[src/rtl/nlp_pkg.sv]
package nlp_pkg;
  typedef enum logic [1:0] {
    PF_ALWAYS  = 2'b00,
    PF_ON_MISS = 2'b01,
    PF_TAGGED  = 2'b10,
    PF_OFF     = 2'b11
  } pf_mode_e;
endpackage

[src/rtl/nlp_tag_array.sv]
module nlp_tag_array #(
  parameter int IDX_W = 4
) (
  input  logic             clk,
  input  logic             rst_n,
  input  logic [IDX_W-1:0] rd_idx,
  output logic             rd_bit,
  input  logic             set_en,
  input  logic [IDX_W-1:0] set_idx,
  input  logic             fill_en,
  input  logic [IDX_W-1:0] fill_idx,
  input  logic             fill_pref
);
  localparam int LINES = 1 << IDX_W;

  logic [LINES-1:0] tag_q;
  logic [LINES-1:0] tag_d;
  logic             tag_en;

  assign rd_bit = tag_q[rd_idx];
  assign tag_en = set_en | fill_en;

  // A hit marks the line as used; a fill written in the same cycle overrides it.
  always_comb begin
    tag_d = tag_q;
    if (set_en) begin
      tag_d[set_idx] = 1'b1;
    end
    if (fill_en) begin
      tag_d[fill_idx] = ~fill_pref;
    end
  end

  always_ff @(posedge clk or negedge rst_n) begin
    if (!rst_n) begin
      tag_q <= '1;
    end else if (tag_en) begin
      tag_q <= tag_d;
    end
  end

  AST_PREF_FILL_CLEARS: assert property (@(posedge clk) disable iff (!rst_n)
    (fill_en && fill_pref) |=> !tag_q[$past(fill_idx)]) else $error("prefetched fill left tag set");
  AST_DEMAND_FILL_SETS: assert property (@(posedge clk) disable iff (!rst_n)
    (fill_en && !fill_pref) |=> tag_q[$past(fill_idx)]) else $error("demand fill left tag clear");
  AST_HIT_SETS_TAG: assert property (@(posedge clk) disable iff (!rst_n)
    (set_en && !(fill_en && fill_idx == set_idx)) |=> tag_q[$past(set_idx)]) else $error("hit did not set tag");
endmodule

[src/rtl/nlp_trigger.sv]
module nlp_trigger
  import nlp_pkg::*;
#(
  parameter int ADDR_W = 16
) (
  input  logic              clk,
  input  logic              rst_n,
  input  pf_mode_e          mode,
  input  logic              ref_valid,
  input  logic [ADDR_W-1:0] ref_line,
  input  logic              ref_hit,
  input  logic              tag_bit,
  input  logic              fifo_full,
  output logic              push,
  output logic [ADDR_W-1:0] push_line
);
  logic              fire;
  logic              dup;
  logic [ADDR_W-1:0] target;
  logic              last_vld_q;
  logic              last_vld_d;
  logic [ADDR_W-1:0] last_q;
  logic [ADDR_W-1:0] last_d;

  always_comb begin
    unique case (mode)
      PF_ALWAYS:  fire = ref_valid;
      PF_ON_MISS: fire = ref_valid & ~ref_hit;
      PF_TAGGED:  fire = ref_valid & (~ref_hit | ~tag_bit);
      default:    fire = 1'b0;
    endcase
  end

  assign target    = ref_line + ADDR_W'(1);
  assign dup       = last_vld_q && (last_q == target);
  assign push      = fire & ~dup & ~fifo_full;
  assign push_line = target;

  always_comb begin
    last_vld_d = last_vld_q;
    last_d     = last_q;
    if (push) begin
      last_vld_d = 1'b1;
      last_d     = target;
    end
  end

  always_ff @(posedge clk or negedge rst_n) begin
    if (!rst_n) begin
      last_vld_q <= 1'b0;
      last_q     <= '0;
    end else if (push) begin
      last_vld_q <= last_vld_d;
      last_q     <= last_d;
    end
  end

  AST_OFF_QUIET: assert property (@(posedge clk) disable iff (!rst_n)
    (mode == PF_OFF) |-> !push) else $error("request while off");
  AST_MISS_ONLY: assert property (@(posedge clk) disable iff (!rst_n)
    (mode == PF_ON_MISS && ref_hit) |-> !push) else $error("hit queued in miss mode");
  AST_PUSH_NEEDS_REF: assert property (@(posedge clk) disable iff (!rst_n)
    push |-> ref_valid) else $error("request without reference");
  AST_NO_REPEAT: assert property (@(posedge clk) disable iff (!rst_n)
    push |=> !(push && push_line == $past(push_line))) else $error("duplicate queued");
endmodule

[src/rtl/nlp_req_fifo.sv]
module nlp_req_fifo #(
  parameter int W     = 16,
  parameter int DEPTH = 4
) (
  input  logic         clk,
  input  logic         rst_n,
  input  logic         push,
  input  logic [W-1:0] push_data,
  output logic         full,
  output logic         out_valid,
  output logic [W-1:0] out_data,
  input  logic         out_ready
);
  localparam int PTR_W = (DEPTH > 1) ? $clog2(DEPTH) : 1;
  localparam int CNT_W = $clog2(DEPTH + 1);

  logic [W-1:0]     mem_q [DEPTH];
  logic [PTR_W-1:0] wr_q, wr_d, rd_q, rd_d;
  logic [CNT_W-1:0] cnt_q, cnt_d;
  logic             pop;

  function automatic logic [PTR_W-1:0] bump(input logic [PTR_W-1:0] p);
    return (p == PTR_W'(DEPTH - 1)) ? '0 : p + PTR_W'(1);
  endfunction

  assign full      = (cnt_q == CNT_W'(DEPTH));
  assign out_valid = (cnt_q != '0);
  assign out_data  = mem_q[rd_q];
  assign pop       = out_valid & out_ready;

  always_comb begin
    wr_d  = wr_q;
    rd_d  = rd_q;
    cnt_d = cnt_q;
    if (push) begin
      wr_d = bump(wr_q);
    end
    if (pop) begin
      rd_d = bump(rd_q);
    end
    case ({push, pop})
      2'b10:   cnt_d = cnt_q + CNT_W'(1);
      2'b01:   cnt_d = cnt_q - CNT_W'(1);
      default: cnt_d = cnt_q;
    endcase
  end

  always_ff @(posedge clk or negedge rst_n) begin
    if (!rst_n) begin
      wr_q  <= '0;
      rd_q  <= '0;
      cnt_q <= '0;
    end else if (push | pop) begin
      wr_q  <= wr_d;
      rd_q  <= rd_d;
      cnt_q <= cnt_d;
    end
  end

  for (genvar g = 0; g < DEPTH; g++) begin : g_slot
    logic slot_we;
    assign slot_we = push && (wr_q == PTR_W'(g));
    always_ff @(posedge clk) begin
      if (slot_we) begin
        mem_q[g] <= push_data;
      end
    end
  end

  AST_NO_OVERFLOW: assert property (@(posedge clk) disable iff (!rst_n)
    cnt_q <= CNT_W'(DEPTH)) else $error("queue overflow");
  AST_HOLD_STABLE: assert property (@(posedge clk) disable iff (!rst_n)
    (out_valid && !out_ready) |=> (out_valid && $stable(out_data))) else $error("head changed under backpressure");
endmodule

[src/rtl/nlp_ctrl.sv]
module nlp_ctrl
  import nlp_pkg::*;
#(
  parameter int ADDR_W  = 16,
  parameter int IDX_W   = 4,
  parameter int Q_DEPTH = 4
) (
  input  logic              clk,
  input  logic              rst_n,
  input  logic [1:0]        mode_i,
  input  logic              ref_valid_i,
  input  logic [ADDR_W-1:0] ref_line_i,
  input  logic              ref_hit_i,
  input  logic              fill_valid_i,
  input  logic [ADDR_W-1:0] fill_line_i,
  input  logic              fill_pref_i,
  output logic              pf_valid_o,
  output logic [ADDR_W-1:0] pf_line_o,
  input  logic              pf_ready_i
);
  logic              tag_bit;
  logic              q_full;
  logic              q_push;
  logic [ADDR_W-1:0] q_line;
  logic              unused_hi;
  pf_mode_e          mode;

  assign mode      = pf_mode_e'(mode_i);
  assign unused_hi = ^{ref_line_i[ADDR_W-1:IDX_W], fill_line_i[ADDR_W-1:IDX_W]};

  nlp_tag_array #(.IDX_W(IDX_W)) tags_i (
    .clk       (clk),
    .rst_n     (rst_n),
    .rd_idx    (ref_line_i[IDX_W-1:0]),
    .rd_bit    (tag_bit),
    .set_en    (ref_valid_i & ref_hit_i),
    .set_idx   (ref_line_i[IDX_W-1:0]),
    .fill_en   (fill_valid_i),
    .fill_idx  (fill_line_i[IDX_W-1:0]),
    .fill_pref (fill_pref_i)
  );

  nlp_trigger #(.ADDR_W(ADDR_W)) trig_i (
    .clk       (clk),
    .rst_n     (rst_n),
    .mode      (mode),
    .ref_valid (ref_valid_i),
    .ref_line  (ref_line_i),
    .ref_hit   (ref_hit_i),
    .tag_bit   (tag_bit),
    .fifo_full (q_full),
    .push      (q_push),
    .push_line (q_line)
  );

  nlp_req_fifo #(.W(ADDR_W), .DEPTH(Q_DEPTH)) fifo_i (
    .clk       (clk),
    .rst_n     (rst_n),
    .push      (q_push),
    .push_data (q_line),
    .full      (q_full),
    .out_valid (pf_valid_o),
    .out_data  (pf_line_o),
    .out_ready (pf_ready_i)
  );

  AST_WRAP_TARGET: assert property (@(posedge clk) disable iff (!rst_n)
    (q_push && ref_line_i == '1) |-> (q_line == '0)) else $error("target did not wrap");
endmodule

[config.mk]
export PLATFORM = sky130hd
export DESIGN_NAME = nlp_ctrl
export DESIGN_NICKNAME = d
export VERILOG_FILES = /design/src/rtl/nlp_pkg.sv /design/src/rtl/nlp_tag_array.sv /design/src/rtl/nlp_trigger.sv /design/src/rtl/nlp_req_fifo.sv /design/src/rtl/nlp_ctrl.sv
export SDC_FILE = /design/constraint.sdc
export NUM_CORES = 1
export LEC_CHECK = 0
export ABC_AREA = 1
export BUFFER_PORTS_ARGS = -buffer_cell sky130_fd_sc_hd__buf_2
export CELL_PAD_IN_SITES_DETAIL_PLACEMENT = 1
export CELL_PAD_IN_SITES_GLOBAL_PLACEMENT = 1
export CORE_UTILIZATION = 25
export DETAILED_ROUTE_END_ITERATION = 8
export GPL_ROUTABILITY_DRIVEN = 1
export PLACE_DENSITY_LB_ADDON = 0.1
export SLEW_MARGIN = 10
export SYNTH_ARGS = -nofsm -noshare
export SYNTH_HDL_FRONTEND = slang
export SYNTH_SLANG_ARGS = --single-unit
[constraint.sdc]
create_clock -name clk -period 3.45 [get_ports clk]
set_input_delay 0.69 -clock clk [delete_from_list [all_inputs] [get_ports clk]]
set_output_delay 0.69 -clock clk [all_outputs]
set_load 0.01 [all_outputs]
### After elaboration in Yosys (flattened, before gate mapping)

Memories as Yosys holds them, arrays and structs flattened.
Cells that the tools add are included.

| cells by class | value |
|---|---|
| $add $sub $neg | 5 |
| reduce and logical (&&, ||, !) cells | 17 |
| mux-type cells | 30 |
| equality and inequality tests | 10 |
| order comparisons | 4 |
| bitwise logic cells | 15 |

Operators by type and width:

| operator | number |
|---|---|
| 16-bit 2-to-1 mux | 5 |
| 16-bit OR reduction | 3 |
| 16-bit by 1-bit adder with 16-bit output, second input constant | 1 |
| 16-bit bitwise mux | 1 |
| 16-bit == test | 1 |
| 16-bit bitwise OR | 1 |
| 1-bit 2-to-1 mux | 14 |
| 2-bit == test, second input constant | 5 |
| 4-bit by 5-bit < comparator with 1-bit output, second input constant | 2 |
| 2-bit 2-to-1 mux | 5 |
| 1-bit demux with 4-bit select | 2 |
| 4-bit by 1-bit greater-or-equal comparator with 1-bit output, second input constant | 2 |
| 1-bit logical AND | 7 |
| 1-bit bitwise AND | 6 |
| 2-bit by 1-bit == test with 1-bit output, second input constant | 3 |
| 3-bit one-hot mux with 2 select lines | 1 |
| 2-bit AND reduction | 3 |
| 1-bit NOT | 5 |
| 2-bit by 1-bit adder with 2-bit output, second input constant | 2 |
| 1-bit binary-select mux with 4-bit select | 1 |
| 2-bit logical NOT | 2 |
| 3-bit by 1-bit adder with 3-bit output, second input constant | 1 |
| 3-bit == test, second input constant | 1 |
| 1-bit bitwise OR | 3 |
| other kinds (4) | 4 |

| word-level totals | value |
|---|---|
| logic and storage cells | 88 |
| memory bits (writable) | 64 |
| bits of input ports | 41 |
| flip-flop bits (word level) | 40 |
| memories | 1 |

Memories:

| name | depth | width | rd ports | clocked after Yosys merged registers in | wr ports | line | text |
|---|---|---|---|---|---|---|---|
| fifo_i.mem_q | 4 | 16 | 1 | 0 | 1 | nlp_req_fifo.sv:17 | `logic [W-1:0] mem_q [DEPTH];` |

### Longest topological paths before layout

| logic depth | value |
|---|---|
| word-level depth | 15 |
| gate-level depth with buffers | 20 |
| gate-level depth less buffers | 19 |

### Hierarchy

Synthesis repeated with hierarchy kept, for this count alone.

| second synthesis, totals | value |
|---|---|
| cells, all modules | 695 |
| area total of the unflattened synthesis | 5798.1 µm² |

Modules (own cells, without submodules):

| module | times used | seq. area each (µm²) | cells each | area an instance (µm²) |
|---|---|---|---|---|
| nlp_req_fifo | 1 | 2097.0 | 247 | 3054.2 |
| nlp_trigger | 1 | 425.4 | 260 | 1579.0 |
| nlp_tag_array | 1 | 420.4 | 186 | 1157.4 |
| nlp_ctrl | 1 | 0.0 | 2 | 7.5 |

### Least setup slack after synthesis

Ideal clock, no wire load.

| timing path | value |
|---|---|
| path type | in2reg |
| start point | in ref_line_i[0] |
| end point | mem fifo_i.mem_q[0][0] (enable) |
| slack | 0.157 ns |
| setup time | 0.389 ns |
| arrival | 2.904 ns |
| stages on the path | 14 |
| required time | 3.061 ns |
| cells stage by stage | inv_2 -> buf_2 -> ha_1 -> or2_2 -> nand3_1 -> nor2_1 -> nand3_1 -> nor2_1 -> nand3_1 -> nor2_2 -> nand2_4 -> nand2_4 -> buf_6 -> nor2_1 |

RTL lines:

| what | line | text |
|---|---|---|
| start: declaration | nlp_ctrl.sv:12 | `input logic [ADDR_W-1:0] ref_line_i,` |
| 16-bit by 1-bit adder with 16-bit output | nlp_trigger.sv:34 | `assign target = ref_line + ADDR_W'(1);` |
| net fifo_i.push_data[0] | nlp_req_fifo.sv:8 | `input logic [W-1:0] push_data,` |
| 16-bit == test | nlp_trigger.sv:35 | `assign dup = last_vld_q && (last_q == target);` |
| 1-bit logical AND | nlp_trigger.sv:35 |  |
| 1-bit NOT | nlp_trigger.sv:36 | `assign push = fire & ~dup & ~fifo_full;` |
| 1-bit bitwise AND (2 in a row) | nlp_trigger.sv:36 |  |
| 1-bit logical AND | nlp_req_fifo.sv:62 | `assign slot_we = push && (wr_q == PTR_W'(g));` |
| net fifo_i.g_slot[0].slot_we | nlp_req_fifo.sv:61 | `logic slot_we;` |
| 1-bit 2-to-1 mux | nlp_req_fifo.sv:64 | `if (slot_we) begin` |
| 1-bit 2-to-1 mux (not written as such) | nlp_req_fifo.sv:65 | `mem_q[g] <= push_data;` |
| 1-bit 2-to-1 mux (no line) (3 in a row) | - |  |
| end: declaration | nlp_req_fifo.sv:17 |  |

The timed path passes the listed nets, and every way through them passes these cells. The select of a mux whose other input is x is not followed.

### Final worst setup path

| timing path | value |
|---|---|
| start point | in ref_line_i[1] |
| end point | reg fifo_i.cnt_q[2] |

| between the ends | value |
|---|---|
| longest elaborated chain between the ends | 11 |

RTL lines:

| what | line | text |
|---|---|---|
| parallel branches: the longest is 6 deep, another holds 16-bit by 1-bit adder with 16-bit output | - |  |
| 1-bit bitwise AND * (2 in a row) | nlp_trigger.sv:36 |  |
| 2-bit == test / 2-bit by 1-bit == test with 1-bit output (equally long branches) | nlp_req_fifo.sv:41 | `case ({push, pop})` |
| 2-bit nonzero test (no line) | - |  |
| 2-bit AND reduction (no line) | - |  |
| end signal: assignment | nlp_req_fifo.sv:56 | `cnt_q <= cnt_d;` |
| end: declaration | nlp_req_fifo.sv:19 | `logic [CNT_W-1:0] cnt_q, cnt_d;` |

Every way passes the cells marked *. The select of a mux whose other input is x is not followed.
A chain may end at the register's enable or synchronous reset.

==> impl_metrics.yaml <==
outcome:
  outcome: "completed"
global_route:
  grt_pass1_vias: 4559
  grt_pass1_wl_mm: 24.4
  pin_count_of_the_biggest_net_entering_global_routing: 35
  grt_usage: 0.145
  global_route_congestion_overflow_total: 0
  grt_antenna_before_repair: 0
sta:
  final_worst_setup_slack_ns: 0.482
  hold_slack_ns: 0.350
  timing.final.setup_violations: 0
  finalWorstPathRequiredPeriod_ns: 2.97
  hold_viol_final: 0
  slew_headroom: 0.501
  part_of_the_cycle_the_worst_path_needs: 0.860
  tns_ns: 0
  setup_repair_after_global_routing_missed_its_margin: "no"
  transition_time_at_the_pin_with_the_least_slew_margin_ns: 0.743
  finalClockSkew_ns: 0.0163
  final-max-slew-violation-count: 0
  max_clock_freq_ghz: 0.337
worst_setup_path:
  arrival_ns: 3.21
  setup.worst_path.start_class: "input pin"
  worst_setup_path_end_kind: "flop"
  critical_path.max_fanout: 6
  critical_path_required_ns: 3.69
  startpoint: "ref_line_i[1]"
  timing_worst_setup_path_type: "in -> reg"
  r2r_start: "tags_i.tag_q[5]"
routing:
  post_detailed_route_drc_marker_count: 0
  drt-pass1-iter-count: 4
  ant_nets: 0
  via_per_inst: 4.46
  route.detailed.wl_per_inst_um: 15.8
  dr_total_vias: 4288
  first_iter_violations: 139
  post_detailed_routing_wire_length_mm: 15.2
clocking:
  clock_sinks: 104
  cts_tree: "done"
  htree_levels: 3
  ctsResizeCount: 0
  cts.path.max_buffers: 2
  cts-hold-fix-buffers: 0
  cts_made_buffers: 9
  post-cts-setup-buffer-count: 0
  clkLatencyLatePin_ns: 0.36
  clock_tree.root_cell: "clkbuf_16"
  path_clk_slew_ns: 0.09
synthesis:
  yosys.area.top_type_share: 0.354
  post_synthesis_cell_type_with_the_largest_combined_area: "edfxtp_1"
  postSynthRegisterBits: 104
  postSynthNetCount: 671
  syn-cell-area_um2: 5420
  syn-mean-instance-area_um2: 8.82
  synth_edf_count: 64
  synth.top_cells.by_area: "edfxtp_1, dfrtp_1, nand2_1"
  dominantRegCellSynth: "edfxtp_1"
  synth_cells: 615
  synth.lib_cells_used.distinct: 36
  yosysWarningCount: 0
  synth-async-reset-ratio: 0.385
  synth-seq-area-share: 0.543
floorplan:
  num_io_pins: 58
  die-area_um2: 22300
  floorplan.core_area_um2: 21200
  fp.dieH_um: 149
  dieWidth_um: 149
  num_rows: 53
  initial_utilization: 0.256
final_layout:
  most-common-layout-cells: "nand2_1, inv_1, nor2_1, edfxtp_1, nand3_1"
  areaGrowthSynthToFinish_pct: 18.7
  n_antenna_cell: 0
  non_filler_cells_in_the_finished_layout: 961
  layout.cells.most_common: "nand2_1"
  stdcell_area_um2: 6430
  nNetsFinal: 737
  drive_above_1_share: 0.176
  finalCoreUtilization: 0.304
  nFillCells: 2486
placed_design:
  place.port_buffers: 45
  gp_congestion: 0.744
  place_worst_setup_slack_ns: 0.0238
  post-dp-hpwl_mm: 10.9
  placed_cells_incl_taps: 945
  placedInstanceArea_um2: 6120
hold_path:
  timing.hold.worst.class: "in -> async"
power_and_ir_drop:
  p_leak_nw: 2.84
  vdd_drop_max_mv: 0.373
  pwr_density_cell_nw_per_um2: 633
  finalPower_mw: 4.07
flow_run:
  max-cap-violations: 0
-- power by group --
part	internal [mW]	leakage [nW]	total [mW]	switching, mW
clock network	0.527	0.152	1.07	0.547
registers	1.57	1.04	1.69	0.116
logic	0.474	1.65	1.31	0.836
total	2.57	2.84	4.07	1.50
-- critical path, stage by stage --
cell,delay [ns]
buf_2,0.16
ha_1,0.22
nand2_2,0.12
nor2_4,0.19
nand3_1,0.10
or2_1,0.23
nand3_1,0.07
nand3_1,0.10
nor2_2,0.16
nand2_4,0.08
nand2_4,0.06
ha_1,0.14
inv_1,0.06
fa_1,0.37
a21boi_0,0.16
o21ai_0,0.12
xor2_1,0.15
-- final cells by class --
class                           instances  area [um^2]  area share
Clock buffer                            9          225      0.0350
Clock inverter                          7         91.3      0.0142
Inverter                               84          315      0.0490
Multi-Input combinational cell        411         2080       0.324
Sequential cell                       104         2940       0.457
Tap cell                              275          344      0.0535
Timing Repair Buffer                   71          433      0.0673
-- synthesized netlist by cell type (2+ instances only) --
master      n
a31oi_1     5
nand2_1   146
nand3b_1    2
nor2_4      3
a21boi_0    2
inv_2       2
xnor3_1     2
inv_1      82
xor2_1      4
nand4_1     4
o21ai_0    52
buf_2       5
dfrtp_1    24
a21oi_1     9
buf_6       2
o22ai_1    23
nor2_2      5
nand2_4     2
edfxtp_1   64
ha_1       14
nand2_2     3
dfstp_2    16
clkbuf_1    8
nor3_1      4
nor2_1     66
nand3_1    56
-- routing by layer --
metal / up-vias / GRT usage / part of all wire
met3: 7 / 0.0229 / 0.017
met5: - / 0 / 0
met4: 0 / 0.0367 / 0.0091
met2: 41 / 0.251 / 0.49
met1: 2081 / 0.188 / 0.49
li1: 2159 / - / -
-- sequential cells by signal, indices dropped and copies added, names as in the netlist --
name	flops
fifo_i.cnt_q	3
fifo_i.rd_q	2
fifo_i.mem_q	64
tags_i.tag_q	16
fifo_i.wr_q	2
trig_i.last_q	16
trig_i.last_vld_q	1
-- logic make-up after synthesis --
group,Yosys count,synth area share
buffers and inverters,100,0.0732
XOR/XNOR,6,0.0148
AO/OA/AOI/OAI,95,0.0988
flip-flops,104,0.543
AND/OR/NAND/NOR,295,0.234
adder cells (fa/ha/maj),15,0.0360
-- final timing paths --
check	depth (start not counted)	slack (ns)	to
hold reg to reg	2	0.46	trig_i.last_vld_q
min in group clk	2	0.46	trig_i.last_vld_q
setup reg to reg	16	0.98	fifo_i.cnt_q[2]
hold / removal	1	0.35	trig_i.last_q[15]
max in group asynchronous	2	2.33	tags_i.tag_q[6]
setup / recovery	17	0.48	fifo_i.cnt_q[2]
Note: power is estimated with default switching activity, not from simulation.
